--- config.mk ---
export PLATFORM = sky130hd
export DESIGN_NAME = table_walker
export DESIGN_NICKNAME = d
export VERILOG_FILES = /design/src/rtl/tw_pkg.sv /design/src/rtl/tw_addr_gen.sv /design/src/rtl/tw_desc_check.sv /design/src/rtl/table_walker.sv
export SDC_FILE = /design/constraint.sdc
export NUM_CORES = 1
export LEC_CHECK = 0
export BUFFER_PORTS_ARGS = -buffer_cell sky130_fd_sc_hd__buf_4
export CAP_MARGIN = 25
export CORE_MARGIN = 4
export CORE_UTILIZATION = 55
export CTS_BUF_LIST = sky130_fd_sc_hd__clkbuf_4
export DETAILED_ROUTE_END_ITERATION = 7
export HOLD_SLACK_MARGIN = 0.08
export PLACE_DENSITY = 0.85
export SYNTH_ARGS = -nofsm -noshare
export SYNTH_HDL_FRONTEND = slang
export SYNTH_SLANG_ARGS = --single-unit
--- constraint.sdc ---
create_clock -name clk -period 2.8 [get_ports clk]
set_clock_uncertainty 0.05 [all_clocks]
set_input_delay 0.14 -clock clk [delete_from_list [all_inputs] [get_ports clk]]
set_output_delay 0.14 -clock clk [all_outputs]
set_load 0.02 [all_outputs]
--- src/rtl/tw_pkg.sv ---
package tw_pkg;
  localparam int AW       = 32;             // address and descriptor width
  localparam int IDX_W    = 7;              // root and pointer index width
  localparam int OFF8     = 13;             // offset width, 8 KB page
  localparam int OFF4     = 12;             // offset width, 4 KB page
  localparam int RI_LO    = AW - IDX_W;     // lowest root index bit
  localparam int PI_LO    = RI_LO - IDX_W;  // lowest pointer index bit
  localparam int PG8_W    = PI_LO - OFF8;   // page index width, 8 KB
  localparam int PG4_W    = PI_LO - OFF4;   // page index width, 4 KB
  localparam int TBL_LO   = IDX_W + 2;      // root/pointer table alignment bits
  localparam int PG8_LO   = PG8_W + 2;      // page table alignment, 8 KB
  localparam int PG4_LO   = PG4_W + 2;      // page table alignment, 4 KB
  localparam int BASE_W   = AW - TBL_LO;    // root base width
  localparam int RES_BIT  = 1;              // resident bit, root/pointer level
  localparam int VAL_BIT  = 0;              // valid bit, page level

  typedef enum logic [1:0] {
    LVL_NONE = 2'd0,
    LVL_ROOT = 2'd1,
    LVL_PTR  = 2'd2,
    LVL_PAGE = 2'd3
  } lvl_e;

  typedef enum logic [1:0] {
    ST_IDLE,
    ST_ISSUE,
    ST_WAIT,
    ST_RESP
  } st_e;
endpackage

--- src/rtl/tw_addr_gen.sv ---
module tw_addr_gen
  import tw_pkg::*;
(
  input  lvl_e                level,
  input  logic [AW-1:OFF4]    vaddr_hi,
  input  logic [AW-1:PG8_LO]  base_hi,
  input  logic                page_8k,
  output logic [AW-1:0]       addr
);
  always_comb begin
    unique case (level)
      LVL_ROOT: addr = {base_hi[AW-1:TBL_LO], vaddr_hi[AW-1:RI_LO], 2'b00};
      LVL_PTR:  addr = {base_hi[AW-1:TBL_LO], vaddr_hi[RI_LO-1:PI_LO], 2'b00};
      LVL_PAGE: begin
        if (page_8k)
          addr = {base_hi[AW-1:PG8_LO], vaddr_hi[PI_LO-1:OFF8], 2'b00};
        else
          addr = {base_hi[AW-1:PG4_LO], vaddr_hi[PI_LO-1:OFF4], 2'b00};
      end
      default:  addr = '0;
    endcase
  end
endmodule

--- src/rtl/tw_desc_check.sv ---
module tw_desc_check
  import tw_pkg::*;
(
  input  lvl_e        level,
  input  logic [1:0]  flags,
  output logic        usable
);
  always_comb begin
    if (level == LVL_PAGE) usable = flags[VAL_BIT];
    else                   usable = flags[RES_BIT];
  end
endmodule

--- src/rtl/table_walker.sv ---
module table_walker
  import tw_pkg::*;
(
  input  logic              clk,
  input  logic              rst_n,
  input  logic              page_8k,
  input  logic [BASE_W-1:0] sup_root_base,
  input  logic [BASE_W-1:0] usr_root_base,
  input  logic              req_valid,
  output logic              req_ready,
  input  logic [AW-1:0]     req_vaddr,
  input  logic              req_super,
  output logic              mem_req_valid,
  input  logic              mem_req_ready,
  output logic [AW-1:0]     mem_req_addr,
  input  logic              mem_rsp_valid,
  input  logic [AW-1:0]     mem_rsp_data,
  output logic              rsp_valid,
  input  logic              rsp_ready,
  output logic [AW-1:0]     rsp_paddr,
  output logic              rsp_fault,
  output logic [1:0]        rsp_level
);
  st_e             state_q;
  lvl_e            level_q;
  lvl_e            fail_lvl_q;
  logic [AW-1:0]   vaddr_q;
  logic            pg8k_q;
  logic [AW-1:0]   addr_q;
  logic [AW-1:0]   paddr_q;
  logic            fault_q;

  lvl_e            gen_level;
  logic [AW-1:OFF4]   gen_vaddr;
  logic [AW-1:PG8_LO] gen_base;
  logic            gen_pg8k;
  logic [AW-1:0]   gen_addr;
  logic            desc_ok;
  logic [AW-1:0]   phys;
  logic [BASE_W-1:0] root_sel;
  logic            unused_desc_bits;

  assign unused_desc_bits = ^mem_rsp_data[PG8_LO-1:2];

  // The root base is chosen while idle, the following levels come from the fetched descriptor
  assign root_sel  = req_super ? sup_root_base : usr_root_base;
  assign gen_level = (state_q == ST_IDLE) ? LVL_ROOT : lvl_e'(level_q + 2'd1);
  assign gen_vaddr = (state_q == ST_IDLE) ? req_vaddr[AW-1:OFF4] : vaddr_q[AW-1:OFF4];
  assign gen_base  = (state_q == ST_IDLE) ? {root_sel, {(TBL_LO-PG8_LO){1'b0}}}
                                          : mem_rsp_data[AW-1:PG8_LO];
  assign gen_pg8k  = pg8k_q;

  tw_addr_gen i_addr_gen (
    .level    (gen_level),
    .vaddr_hi (gen_vaddr),
    .base_hi  (gen_base),
    .page_8k  (gen_pg8k),
    .addr     (gen_addr)
  );

  tw_desc_check i_desc_check (
    .level  (level_q),
    .flags  (mem_rsp_data[1:0]),
    .usable (desc_ok)
  );

  assign phys = pg8k_q ? {mem_rsp_data[AW-1:OFF8], vaddr_q[OFF8-1:0]}
                       : {mem_rsp_data[AW-1:OFF4], vaddr_q[OFF4-1:0]};

  always_ff @(posedge clk or negedge rst_n) begin
    if (!rst_n) begin
      state_q    <= ST_IDLE;
      level_q    <= LVL_NONE;
      fail_lvl_q <= LVL_NONE;
      vaddr_q    <= '0;
      pg8k_q     <= 1'b0;
      addr_q     <= '0;
      paddr_q    <= '0;
      fault_q    <= 1'b0;
    end else begin
      unique case (state_q)
        ST_IDLE: begin
          if (req_valid) begin
            vaddr_q <= req_vaddr;
            pg8k_q  <= page_8k;
            addr_q  <= gen_addr;
            level_q <= LVL_ROOT;
            state_q <= ST_ISSUE;
          end
        end
        ST_ISSUE: begin
          if (mem_req_ready) state_q <= ST_WAIT;
        end
        ST_WAIT: begin
          if (mem_rsp_valid) begin
            if (!desc_ok) begin
              fault_q    <= 1'b1;
              fail_lvl_q <= level_q;
              paddr_q    <= '0;
              state_q    <= ST_RESP;
            end else if (level_q == LVL_PAGE) begin
              fault_q    <= 1'b0;
              fail_lvl_q <= LVL_NONE;
              paddr_q    <= phys;
              state_q    <= ST_RESP;
            end else begin
              addr_q  <= gen_addr;
              level_q <= lvl_e'(level_q + 2'd1);
              state_q <= ST_ISSUE;
            end
          end
        end
        ST_RESP: begin
          if (rsp_ready) state_q <= ST_IDLE;
        end
        default: state_q <= ST_IDLE;
      endcase
    end
  end

  assign req_ready     = (state_q == ST_IDLE);
  assign mem_req_valid = (state_q == ST_ISSUE);
  assign mem_req_addr  = addr_q;
  assign rsp_valid     = (state_q == ST_RESP);
  assign rsp_paddr     = paddr_q;
  assign rsp_fault     = fault_q;
  assign rsp_level     = fail_lvl_q;
endmodule

==> flow_summary.yaml <==
run_status:
  status: "complete, no violations"
timing:
  max_slew_margin_pct: 33.57
  min_period_ps: 2312
  hold_viol: 0
  rsz0062_at_grt: "no"
  fin_ws_ps: 488.5
  slew_violations: 0
  timing.fmax_mhz: 432.6
  worst_pin_slew_ps: 995.4
  finalSetupTns_ps: 0
  period_share_pct: 82.55
  setup_violations: 0
logic_synthesis:
  yosys.cell_types.count: 33
  yosysTopAreaCellShare_pct: 51.79
  ys_async_sr_fraction_pct: 100.0
  seq_area_frac_synth_pct: 51.79
  synth_area_leaders: "dfrtp_1 52%, nand2_1 10%, mux2_4 9.1%"
  yosysTopAreaCell: "dfrtp_1"
  syn_inst: 475
  synth_seq_cells: 102
  avgSynthCellArea_um2: 10.38
  yosys_warnings: 0
  ys.flop_type: "dfrtp_1"
  netlist_area_um2: 4928
  synth_enable_flop_cells: 0
placed_design:
  dpl.hpwl_um: 9722
  gp_congestion: 0.8566
  dp_slack_ps: 585.8
  io_buffers: 180
  numPlacedInstances: 733
floorplanning:
  core_um2: 8721
  initial_core_util_pct: 56.51
  rows: 34
  dieHeight_um: 102.7
  dieArea_um2: 10540
  die_x_um: 102.7
  boundaryPins: 188
critical_path:
  crit_required_ps: 3150
  cp-startpoint: "state_q[0]$_DFFE_PN0P_"
  path_class: "reg2reg"
  critPathMaxFanout: 13
  slowest_stage: "dfrtp_1"
  crit_top_cell: "dlygate4sd3_1"
  cp_cell_sequence: "mux2i_1, dlygate4sd3_1, nand2_1, o21ai_0, dlygate4sd3_1"
  crit_path_start_kind: "flip-flop"
  r2r_start: "state_q[0]$_DFFE_PN0P_"
  cpPeakStageDelay_ps: 700
  crit_family: "buffers and inverters"
  cp-end-kind: "flip-flop"
  critPathBufInv: 2
  cp.arrival_ps: 2660
power:
  clockPowerShare_pct: 10.6
  p_sw_mw: 2.941
  switching_share_pct: 41.80
  peakVddDrop_uv: 494.4
  power_mw: 7.035
  power_density_nw_per_um2: 1001
  p_leak_nw: 3.592
  p_seq_share_pct: 37.9
  combPwrFrac_pct: 51.5
  p_int_mw: 4.094
clock_tree:
  ctsHtreeMaxLevel: 3
  path_clk_slew_ps: 160
  ctsResizeCount: 0
  cts-buffers-inserted: 9
  cts_buffer_depth: 2
  cts-root-buf: "clkbuf_4"
  tritoncts: "built"
  clock_latency_ps: 440
  clock_sinks: 102
finish:
  layout_common_cells: "187 x buf_4, 136 x nand2_1, 102 x dfrtp_1"
  final_nets: 818
  areaGrowthSynthToFinish_pct: 42.65
  drive_gt1_share_pct: 34.38
  layout_commonest_cell: "buf_4"
  num-fill-cells: 534
  final_cells: 813
global_route:
  grt_max_degree: 55
  grt_util_all_layers_pct: 27.85
  grt_pass1_vias: 4465
  grt-ovfl-total: 0
  grt_pass1_wl_um: 22410
  antenna_found_initial: 1
routing:
  firstDrtPassIters: 5
  drt-initial-drc-count: 262
  wirelength_um: 14740
  viasPerCell: 5.514
  vias: 4483
  drc: 0
  ant_nets: 0
  drt-wirelength-per-cell_um: 18.13
hold_path:
  holdCritPathClass: "in2reg"
  hold_start: "usr_root_base[3]"
job:
  drv_cap: 0
-- power groups by stage --
| stage | logic, mW | registers [mW] | clock network, mW |
|---|---|---|---|
| floorplan | 1.91 | 2.98 | 0 |
| global placement | 3.38 | 2.63 | 0 |
| detailed placement | 3.48 | 2.67 | 0 |
| CTS | 3.59 | 2.65 | 0.753 |
| global route | 3.90 | 2.75 | 0.823 |
| finish | 3.62 | 2.67 | 0.743 |
-- cell usage after synthesis (2+ instances only) --
cell	number
buf_4	5
a22oi_1	6
dfrtp_1	102
nor2_1	2
mux2_2	4
nand2_1	136
buf_6	5
nand3_1	33
a21o_1	2
o21ai_0	34
a21oi_1	2
o22ai_1	6
clkbuf_1	13
nor2b_1	3
o21bai_1	5
o31ai_1	24
buf_8	3
mux2_4	30
buf_2	14
mux2i_1	32
and2_1	2
-- metrics by stage --
| stage | util (%) | hold WS (ps) | cell area [um2] |
|---|---|---|---|
| after global routing | 80.62 | 116.6 | 7030 |
| final | 80.62 | 102.5 | 7030 |
| after global placement | 71.84 | 146.1 | 6265 |
| after CTS | 80.59 | 81.02 | 7028 |
| after floorplan | - | -205.6 | 4932 |
| after detailed placement | 71.84 | 156.1 | 6265 |
-- timing repair --
item                                   4_1_cts  5_1_grt
buffers inserted                             0        0
endpoints found under the hold margin      132        0
hold buffers                                63        0
-- flip-flops by register name (all words and copies together), names as in the netlist --
register / count
mem_req_addr: 30
rsp_fault: 1
rsp_paddr: 32
rsp_level: 2
state_q: 2
gen_pg8k: 1
level_q: 2
vaddr_q: 32
-- cells by family after synthesis --
logic type	after synthesis	share of synthesized area (%)
simple gates	182	15.46
flops	102	51.79
compound gates	82	10.56
mux	66	16.55
buf+inv	41	5.306
fa+ha+maj	1	0.2538
other cells	1	0.07609
-- routing by layer --
metal | wire (um) | vias up | global-route usage [%]
met4 | 602 | 0 | 14.33
met5 | 0 | - | 0
met3 | 1210 | 55 | 6.495
met2 | 7319 | 209 | 47.22
met1 | 5610 | 2146 | 33.10
li1 | - | 2073 | -
-- area by class of cell --
type | instances | area (um2) | area share, %
Sequential cell | 102 | 2552 | 36.31
Inverter | 1 | 3.754 | 0.05339
Clock buffer | 11 | 82.58 | 1.175
Multi-Input combinational cell | 333 | 2130 | 30.29
Clock inverter | 5 | 50.05 | 0.7119
Antenna cell | 1 | 2.502 | 0.03559
Tap cell | 108 | 135.1 | 1.922
Timing Repair Buffer | 252 | 2074 | 29.51
-- path summary, 6_finish.rpt --
| kind | slack [ps] | cells after the start | to |
|---|---|---|---|
| min in group asynchronous | 180 | 2 | mem_req_addr[5]$_DFFE_PN0P_ |
| setup / recovery | 490 | 5 | state_q[0]$_DFFE_PN0P_ |
| setup reg to reg | 490 | 5 | state_q[0]$_DFFE_PN0P_ |
| hold reg to reg | 440 | 2 | rsp_paddr[10]$_DFFE_PN0P_ |
| max in group asynchronous | 1780 | 3 | mem_req_addr[15]$_DFFE_PN0P_ |
| hold / removal | 100 | 5 | mem_req_addr[12]$_DFFE_PN0P_ |
-- tightest hold or removal path, stage by stage --
cell     delay (ps)
buf_4           110
mux2i_1         130
nand2_1          60
o21ai_0          70
o31ai_1          60
(Power assumes the default switching activity.)
